--- src/rtl/pllSeqPkg.sv ---
package pllSeqPkg;

  localparam int BIT_PD    = 0;
  localparam int BIT_CLKEN = 4;
  localparam int BIT_LOCK  = 0;

  localparam logic [31:0] CTRL_CLR_MASK = 32'h0000_001F;
  localparam logic [31:0] DIV_UNITY     = 32'h0030_2062;

  localparam int OFF_STAT = 0;
  localparam int OFF_CTRL = 4;
  localparam int OFF_MULT = 8;
  localparam int OFF_DIV  = 12;

  typedef enum logic [2:0] {
    OP_NONE,
    OP_RD_CTRL,
    OP_WR_PD,
    OP_WR_MULT,
    OP_WR_DIV,
    OP_WR_PU,
    OP_RD_STAT,
    OP_WR_EN
  } regOpE;

  typedef struct packed {
    logic  latchReq;
    regOpE op;
    logic  captureCtrl;
    logic  loadDelay;
    logic  clearTries;
    logic  incTry;
  } seqStrobeT;

  typedef enum logic [1:0] {
    RES_OK,
    RES_RATE,
    RES_LOCK
  } resultE;

endpackage

--- src/rtl/pllSeqData.sv ---
module pllSeqData
  import pllSeqPkg::*;
#(
  parameter int ADDR_W = 12,
  parameter int DATA_W = 32,
  parameter int RATE_W = 32,
  parameter int WAIT_CYC = 1000,
  parameter int POLL_TRIES = 4,
  parameter logic [ADDR_W-1:0] BASE_ADDR = '0
) (
  input  logic              clk,
  input  logic              rstN,
  input  seqStrobeT         strobe,
  input  logic [DATA_W-1:0] reqMult,
  input  logic [RATE_W-1:0] reqOutRate,
  input  logic [RATE_W-1:0] reqInRate,
  input  logic [DATA_W-1:0] regRdData,
  output logic              regWrEn,
  output logic              regRdEn,
  output logic [ADDR_W-1:0] regAddr,
  output logic [DATA_W-1:0] regWrData,
  output logic              rateBad,
  output logic              delayDone,
  output logic              lockSeen,
  output logic              lastTry
);

  localparam int CNT_W = (WAIT_CYC > 1) ? $clog2(WAIT_CYC) : 1;
  localparam int TRY_W = (POLL_TRIES > 1) ? $clog2(POLL_TRIES) : 1;
  localparam logic [CNT_W-1:0] CNT_LOAD = CNT_W'(WAIT_CYC - 1);
  localparam logic [TRY_W-1:0] TRY_LAST = TRY_W'(POLL_TRIES - 1);
  localparam logic [DATA_W-1:0] CLR_MASK = DATA_W'(CTRL_CLR_MASK);

  logic [DATA_W-1:0] multQ;
  logic [DATA_W-1:0] ctrlShadowQ;
  logic [DATA_W-1:0] ctrlClean;
  logic [CNT_W-1:0]  delayCntQ;
  logic [TRY_W-1:0]  triesQ;

  assign rateBad   = reqOutRate > reqInRate;
  assign delayDone = delayCntQ == '0;
  assign lockSeen  = regRdData[BIT_LOCK];
  assign lastTry   = triesQ == TRY_LAST;
  assign ctrlClean = ctrlShadowQ & ~CLR_MASK;

  always_ff @(posedge clk) begin
    if (!rstN) begin
      multQ       <= '0;
      ctrlShadowQ <= '0;
    end else begin
      if (strobe.latchReq)    multQ       <= reqMult;
      if (strobe.captureCtrl) ctrlShadowQ <= regRdData;
    end
  end

  always_ff @(posedge clk) begin
    if (!rstN) begin
      delayCntQ <= '0;
    end else if (strobe.loadDelay) begin
      delayCntQ <= CNT_LOAD;
    end else if (!delayDone) begin
      delayCntQ <= delayCntQ - 1'b1;
    end
  end

  always_ff @(posedge clk) begin
    if (!rstN) begin
      triesQ <= '0;
    end else if (strobe.clearTries) begin
      triesQ <= '0;
    end else if (strobe.incTry) begin
      triesQ <= triesQ + 1'b1;
    end
  end

  always_comb begin
    regWrEn   = 1'b0;
    regRdEn   = 1'b0;
    regAddr   = BASE_ADDR;
    regWrData = '0;
    case (strobe.op)
      OP_RD_CTRL: begin
        regRdEn = 1'b1;
        regAddr = BASE_ADDR + ADDR_W'(OFF_CTRL);
      end
      OP_WR_PD: begin
        regWrEn   = 1'b1;
        regAddr   = BASE_ADDR + ADDR_W'(OFF_CTRL);
        regWrData = ctrlClean | (DATA_W'(1) << BIT_PD);
      end
      OP_WR_MULT: begin
        regWrEn   = 1'b1;
        regAddr   = BASE_ADDR + ADDR_W'(OFF_MULT);
        regWrData = multQ;
      end
      OP_WR_DIV: begin
        regWrEn   = 1'b1;
        regAddr   = BASE_ADDR + ADDR_W'(OFF_DIV);
        regWrData = DATA_W'(DIV_UNITY);
      end
      OP_WR_PU: begin
        regWrEn   = 1'b1;
        regAddr   = BASE_ADDR + ADDR_W'(OFF_CTRL);
        regWrData = ctrlClean;
      end
      OP_RD_STAT: begin
        regRdEn = 1'b1;
        regAddr = BASE_ADDR + ADDR_W'(OFF_STAT);
      end
      OP_WR_EN: begin
        regWrEn   = 1'b1;
        regAddr   = BASE_ADDR + ADDR_W'(OFF_CTRL);
        regWrData = ctrlClean | (DATA_W'(1) << BIT_CLKEN);
      end
      default: ;
    endcase
  end

endmodule

--- src/rtl/pllSeqCtrl.sv ---
module pllSeqCtrl
  import pllSeqPkg::*;
(
  input  logic      clk,
  input  logic      rstN,
  input  logic      reqValid,
  input  logic      rateBad,
  input  logic      delayDone,
  input  logic      lockSeen,
  input  logic      lastTry,
  output seqStrobeT strobe,
  output logic      busy,
  output logic      done,
  output logic      ok,
  output logic      rateErr,
  output logic      lockErr
);

  typedef enum logic [3:0] {
    S_IDLE,
    S_RD_CTRL,
    S_CAP_CTRL,
    S_WR_PD,
    S_WR_MULT,
    S_WR_DIV,
    S_WR_PU,
    S_DELAY,
    S_RD_STAT,
    S_CHK_STAT,
    S_WR_EN,
    S_DONE
  } stateE;

  stateE  stateQ, stateD;
  resultE resultQ, resultD;

  always_ff @(posedge clk) begin
    if (!rstN) begin
      stateQ  <= S_IDLE;
      resultQ <= RES_OK;
    end else begin
      stateQ  <= stateD;
      resultQ <= resultD;
    end
  end

  always_comb begin
    stateD  = stateQ;
    resultD = resultQ;
    strobe  = '{latchReq: 1'b0, op: OP_NONE, captureCtrl: 1'b0,
                loadDelay: 1'b0, clearTries: 1'b0, incTry: 1'b0};
    case (stateQ)
      S_IDLE: begin
        if (reqValid) begin
          strobe.latchReq = 1'b1;
          if (rateBad) begin
            resultD = RES_RATE;
            stateD  = S_DONE;
          end else begin
            stateD = S_RD_CTRL;
          end
        end
      end
      S_RD_CTRL: begin
        strobe.op = OP_RD_CTRL;
        stateD    = S_CAP_CTRL;
      end
      S_CAP_CTRL: begin
        strobe.captureCtrl = 1'b1;
        stateD             = S_WR_PD;
      end
      S_WR_PD: begin
        strobe.op = OP_WR_PD;
        stateD    = S_WR_MULT;
      end
      S_WR_MULT: begin
        strobe.op = OP_WR_MULT;
        stateD    = S_WR_DIV;
      end
      S_WR_DIV: begin
        strobe.op = OP_WR_DIV;
        stateD    = S_WR_PU;
      end
      S_WR_PU: begin
        strobe.op         = OP_WR_PU;
        strobe.loadDelay  = 1'b1;
        strobe.clearTries = 1'b1;
        stateD            = S_DELAY;
      end
      S_DELAY: begin
        if (delayDone) stateD = S_RD_STAT;
      end
      S_RD_STAT: begin
        strobe.op = OP_RD_STAT;
        stateD    = S_CHK_STAT;
      end
      S_CHK_STAT: begin
        if (lockSeen) begin
          stateD = S_WR_EN;
        end else if (lastTry) begin
          resultD = RES_LOCK;
          stateD  = S_DONE;
        end else begin
          strobe.incTry    = 1'b1;
          strobe.loadDelay = 1'b1;
          stateD           = S_DELAY;
        end
      end
      S_WR_EN: begin
        strobe.op = OP_WR_EN;
        resultD   = RES_OK;
        stateD    = S_DONE;
      end
      S_DONE: begin
        stateD = S_IDLE;
      end
      default: stateD = S_IDLE;
    endcase
  end

  assign busy    = stateQ != S_IDLE;
  assign done    = stateQ == S_DONE;
  assign ok      = done && (resultQ == RES_OK);
  assign rateErr = done && (resultQ == RES_RATE);
  assign lockErr = done && (resultQ == RES_LOCK);

endmodule

--- src/rtl/pllReprogSeq.sv ---
module pllReprogSeq
  import pllSeqPkg::*;
#(
  parameter int ADDR_W = 12,
  parameter int DATA_W = 32,
  parameter int RATE_W = 32,
  parameter int CLK_HZ = 100_000_000,
  parameter int WAIT_US = 10,
  parameter int POLL_TRIES = 4,
  parameter logic [ADDR_W-1:0] BASE_ADDR = '0
) (
  input  logic              clk,
  input  logic              rstN,
  input  logic              reqValid,
  input  logic [DATA_W-1:0] reqMult,
  input  logic [RATE_W-1:0] reqOutRate,
  input  logic [RATE_W-1:0] reqInRate,
  output logic              regWrEn,
  output logic              regRdEn,
  output logic [ADDR_W-1:0] regAddr,
  output logic [DATA_W-1:0] regWrData,
  input  logic [DATA_W-1:0] regRdData,
  output logic              busy,
  output logic              done,
  output logic              ok,
  output logic              rateErr,
  output logic              lockErr
);

  localparam int CYC_PER_US = CLK_HZ / 1_000_000;
  localparam int WAIT_RAW   = CYC_PER_US * WAIT_US;
  localparam int WAIT_CYC   = (WAIT_RAW > 0) ? WAIT_RAW : 1;

  seqStrobeT strobe;
  logic      rateBad;
  logic      delayDone;
  logic      lockSeen;
  logic      lastTry;

  pllSeqCtrl uCtrl (
    .clk      (clk),
    .rstN     (rstN),
    .reqValid (reqValid),
    .rateBad  (rateBad),
    .delayDone(delayDone),
    .lockSeen (lockSeen),
    .lastTry  (lastTry),
    .strobe   (strobe),
    .busy     (busy),
    .done     (done),
    .ok       (ok),
    .rateErr  (rateErr),
    .lockErr  (lockErr)
  );

  pllSeqData #(
    .ADDR_W    (ADDR_W),
    .DATA_W    (DATA_W),
    .RATE_W    (RATE_W),
    .WAIT_CYC  (WAIT_CYC),
    .POLL_TRIES(POLL_TRIES),
    .BASE_ADDR (BASE_ADDR)
  ) uData (
    .clk       (clk),
    .rstN      (rstN),
    .strobe    (strobe),
    .reqMult   (reqMult),
    .reqOutRate(reqOutRate),
    .reqInRate (reqInRate),
    .regRdData (regRdData),
    .regWrEn   (regWrEn),
    .regRdEn   (regRdEn),
    .regAddr   (regAddr),
    .regWrData (regWrData),
    .rateBad   (rateBad),
    .delayDone (delayDone),
    .lockSeen  (lockSeen),
    .lastTry   (lastTry)
  );

endmodule

--- config.mk ---
export PLATFORM = sky130hd
export DESIGN_NAME = pllReprogSeq
export DESIGN_NICKNAME = d
export VERILOG_FILES = /design/src/rtl/pllSeqPkg.sv /design/src/rtl/pllSeqData.sv /design/src/rtl/pllSeqCtrl.sv /design/src/rtl/pllReprogSeq.sv
export SDC_FILE = /design/constraint.sdc
export NUM_CORES = 1
export LEC_CHECK = 0
export ABC_AREA = 1
export BUFFER_PORTS_ARGS = -buffer_cell sky130_fd_sc_hd__buf_2
export CORE_MARGIN = 1.5
export CORE_UTILIZATION = 35
export DETAILED_ROUTE_END_ITERATION = 8
export GPL_ROUTABILITY_DRIVEN = 1
export PLACE_DENSITY = 0.73
export REMOVE_ABC_BUFFERS = 1
export SYNTH_ARGS = -nofsm -noshare
export SYNTH_HDL_FRONTEND = slang
export SYNTH_SLANG_ARGS = --single-unit
--- constraint.sdc ---
create_clock -name clk -period 2.23 [get_ports clk]
set_clock_uncertainty 0.05 [all_clocks]
set_input_delay 0.446 -clock clk [delete_from_list [all_inputs] [get_ports clk]]
set_output_delay 0.446 -clock clk [all_outputs]
set_load 0.02 [all_outputs]
==> impl_metrics.env <==
export IMPL_final_nets=981
export IMPL_timing_hold_ws_ns=0.282
export IMPL_insertion_delay_ns=0.33
export IMPL_status="completed"
export IMPL_worstHoldPathType="input port to register"
export IMPL_grt_pass1_wl_um=18900
export IMPL_yosys_top_cells_area="dfxtp_1 (34%), o21ai_0 (13%), ha_1 (9.5%), inv_1 (8.1%), nor2_1 (7.4%)"
export IMPL_yosysUniqueCellTypes=36
export IMPL_die_height_um=116
export IMPL_yosys_warnings=0
export IMPL_yosys_area_top_type="dfxtp_1"
export IMPL_r2r_slack_ns=0.29
export IMPL_ys_seq_elements=77
export IMPL_endpoint_kind="output port"
export IMPL_h_tree_depth=3
export IMPL_async_flop_share=0
export IMPL_p_leak_nw=3.04
export IMPL_seqCellArea_mm2=0.00155
export IMPL_hpwl_um=8750
export IMPL_gp_congestion=0.881
export IMPL_worstSetupStartpointType="register"
export IMPL_slew_headroom=0.643
export IMPL_grt_pass1_vias=4153
export IMPL_io_buffers=167
export IMPL_multi_input_area_mm2=0.00247
export IMPL_postRouteAntennaNets=0
export IMPL_antenna_found_initial=0
export IMPL_tightest_slew_ns=0.534
export IMPL_finalNonFillerCells=993
export IMPL_min_delay_start="regRdData[26]"
export IMPL_required_ns=1.73
export IMPL_synth_compound_area_frac=0.226
export IMPL_r2r_start="uData.delayCntQ[0]"
export IMPL_avgSynthCellArea_um2=6.91
export IMPL_rsz0062_at_grt="yes"
export IMPL_synth_xor_area_frac=0
export IMPL_synth_top_family_by_area="compound AO/OA/AOI/OAI gates"
export IMPL_placed_cell_area_mm2=0.00548
export IMPL_routed_wl_um=12400
export IMPL_fin_crit_ns=2.21
export IMPL_num_io_pins=182
export IMPL_crit_start="uCtrl.stateQ[3]"
export IMPL_synth_simple_area_share=0.202
export IMPL_n_antenna_cell=0
export IMPL_drt_iter0_drc=268
export IMPL_yosysSeqAreaShare=0.344
export IMPL_drive_above_1_share=0.308
export IMPL_clock_sinks=77
export IMPL_clock_path_buffers=2
export IMPL_vias=4686
export IMPL_die_area_mm2=0.0135
export IMPL_final_cell_mix="buf_2 (136), inv_1 (92), nor2_1 (84)"
export IMPL_root_buffer="clkbuf_16"
export IMPL_gr_total_overflow=0
export IMPL_setup_viol=0
export IMPL_core_rowCount=41
export IMPL_power_density_mw_per_mm2=971
export IMPL_cts_tree="yes"
export IMPL_route_detailed_drc=0
export IMPL_muxShareOfSynthArea=0
export IMPL_critical_path_arrival_ns=1.72
export IMPL_drv_slew=0
export IMPL_path_class="register to output port"
export IMPL_die_w_um=116
export IMPL_finalHoldViolCount=0
export IMPL_dp_slack_ns=0.222
export IMPL_period_share=0.993
export IMPL_reg2reg_to="uCtrl.stateQ[0]"
export IMPL_fmax_mhz=452
export IMPL_dr_pass1_iters=4
export IMPL_wl_per_cell_um=12.5
export IMPL_reg2reg_depth=14
export IMPL_layout_setup_ws_ns=0.0153
export IMPL_fin_area_mm2=0.00611
export IMPL_area_growth_pct=36.4
export IMPL_synth_edf_count=0
export IMPL_synth_fa_ha_area_frac=0.0951
export IMPL_grt_total_usage=0.179
export IMPL_yosysTopAreaCellShare=0.344
export IMPL_grt_max_degree=53
export IMPL_synthesis_area_mm2=0.00448
export IMPL_crit_path_max_fanout=7
export IMPL_final_common_cell="buf_2"
export IMPL_endpoint="regAddr[2]"
export IMPL_placed_cells=970
export IMPL_netlist_instances=648
export IMPL_cap_violations=0
export IMPL_irDropWorstVdd_mv=0.591
export IMPL_core_mm2=0.0126
export IMPL_vias_per_cell=4.72
export IMPL_yosys_most_used_dff="dfxtp_1"
export IMPL_fillerInstances=1262
export IMPL_start_util=0.356
export IMPL_cts_buffers=9
export IMPL_hold_buffers=0
export IMPL_clk_pin_slew_worst_paths_ns=0.06
routing by layer:
layer	part of all wire	wire, um	global-route usage	vias up
li1	-	-	-	2415
met1	0.44	5440	0.217	2099
met5	0	0	0	-
met3	0.071	887	0.0549	21
met2	0.47	5880	0.300	151
met4	0.019	235	0.0610	0
cell type report:
type	instances	share of cell area
Clock buffer	12	0.0420
Clock inverter	4	0.0115
Inverter	103	0.0637
Multi-Input combinational cell	440	0.405
Sequential cell	77	0.255
Tap cell	172	0.0352
Timing Repair Buffer	185	0.189
stage by stage:
| stage | utilization | setup TNS (ns) | power [mW] |
|---|---|---|---|
| 6_report | 0.486 | 0 | 5.93 |
| 5_1_grt | 0.486 | -1.03 | 6.32 |
| 4_1_cts | 0.466 | -0.00452 | 5.76 |
| 3_3_place_gp | 0.436 | 0 | 4.07 |
| 2_1_floorplan | - | -1.80 | 3.42 |
| 3_5_place_dp | 0.436 | 0 | 4.13 |
state kept, by name (all words and copies together) (netlist names):
signal	count
uCtrl.stateQ	4
uData.ctrlShadowQ	27
uData.triesQ	2
uData.multQ	32
uCtrl.resultQ	2
uData.delayCntQ	10
kinds of logic (layout without fill, tap and decap cells):
| group | Yosys count | in the layout |
|---|---|---|
| and+or+nand+nor | 203 | 203 |
| AOI/OAI and AO/OA | 193 | 193 |
| buffers and inverters | 140 | 304 |
| DFF | 77 | 77 |
| adders and majority gates | 34 | 34 |
| other | 1 | 10 |
where the power goes:
part	internal, mW	switching [mW]
registers	1.79	0.224
logic	0.860	1.46
clock network	1.04	0.557
worst min path at each step:
stage                                  to  slack (ns)  depth (start not counted)
finish              uData.ctrlShadowQ[26]        0.28                          3
global route        uData.ctrlShadowQ[31]        0.28                          3
CTS                 uData.ctrlShadowQ[26]        0.28                          3
detailed placement        uData.multQ[19]        0.39                          2
global placement          uData.multQ[24]        0.38                          2
floorplan                  uData.multQ[0]        0.37                          2
cell usage after synthesis, types with 5 or more instances:
cell type and instances:
o21ai_0 112, inv_1 96, nor2_1 88, dfxtp_1 77, nand2_1 73, a21oi_1 61
ha_1 34, clkbuf_1 16, nand3_1 14, buf_4 10, buf_2 7, inv_2 7
nor2_4 6, nand4_1 5, nor3_1 5, o21ai_1 5
worst max-delay path, cell delays in order, from the launching register on:
cell and delay (ns):
dfxtp_4 0.39, inv_2 0.05, nor2_4 0.11, inv_2 0.07
nor2_4 0.22, clkbuf_16 0.22, nor2_1 0.05, o21ai_1 0.10
buf_4 0.17
what timing repair did:
action / CTS / global route
pin swaps: 1 / 10
hold endpoints to repair: 0 / 0
cloned: 1 / 2
setup buffers: 0 / 4
setup endpoints to repair: 29 / 31
resized for setup: 13 / 106
Note: power is estimated with default switching activity, not from simulation.
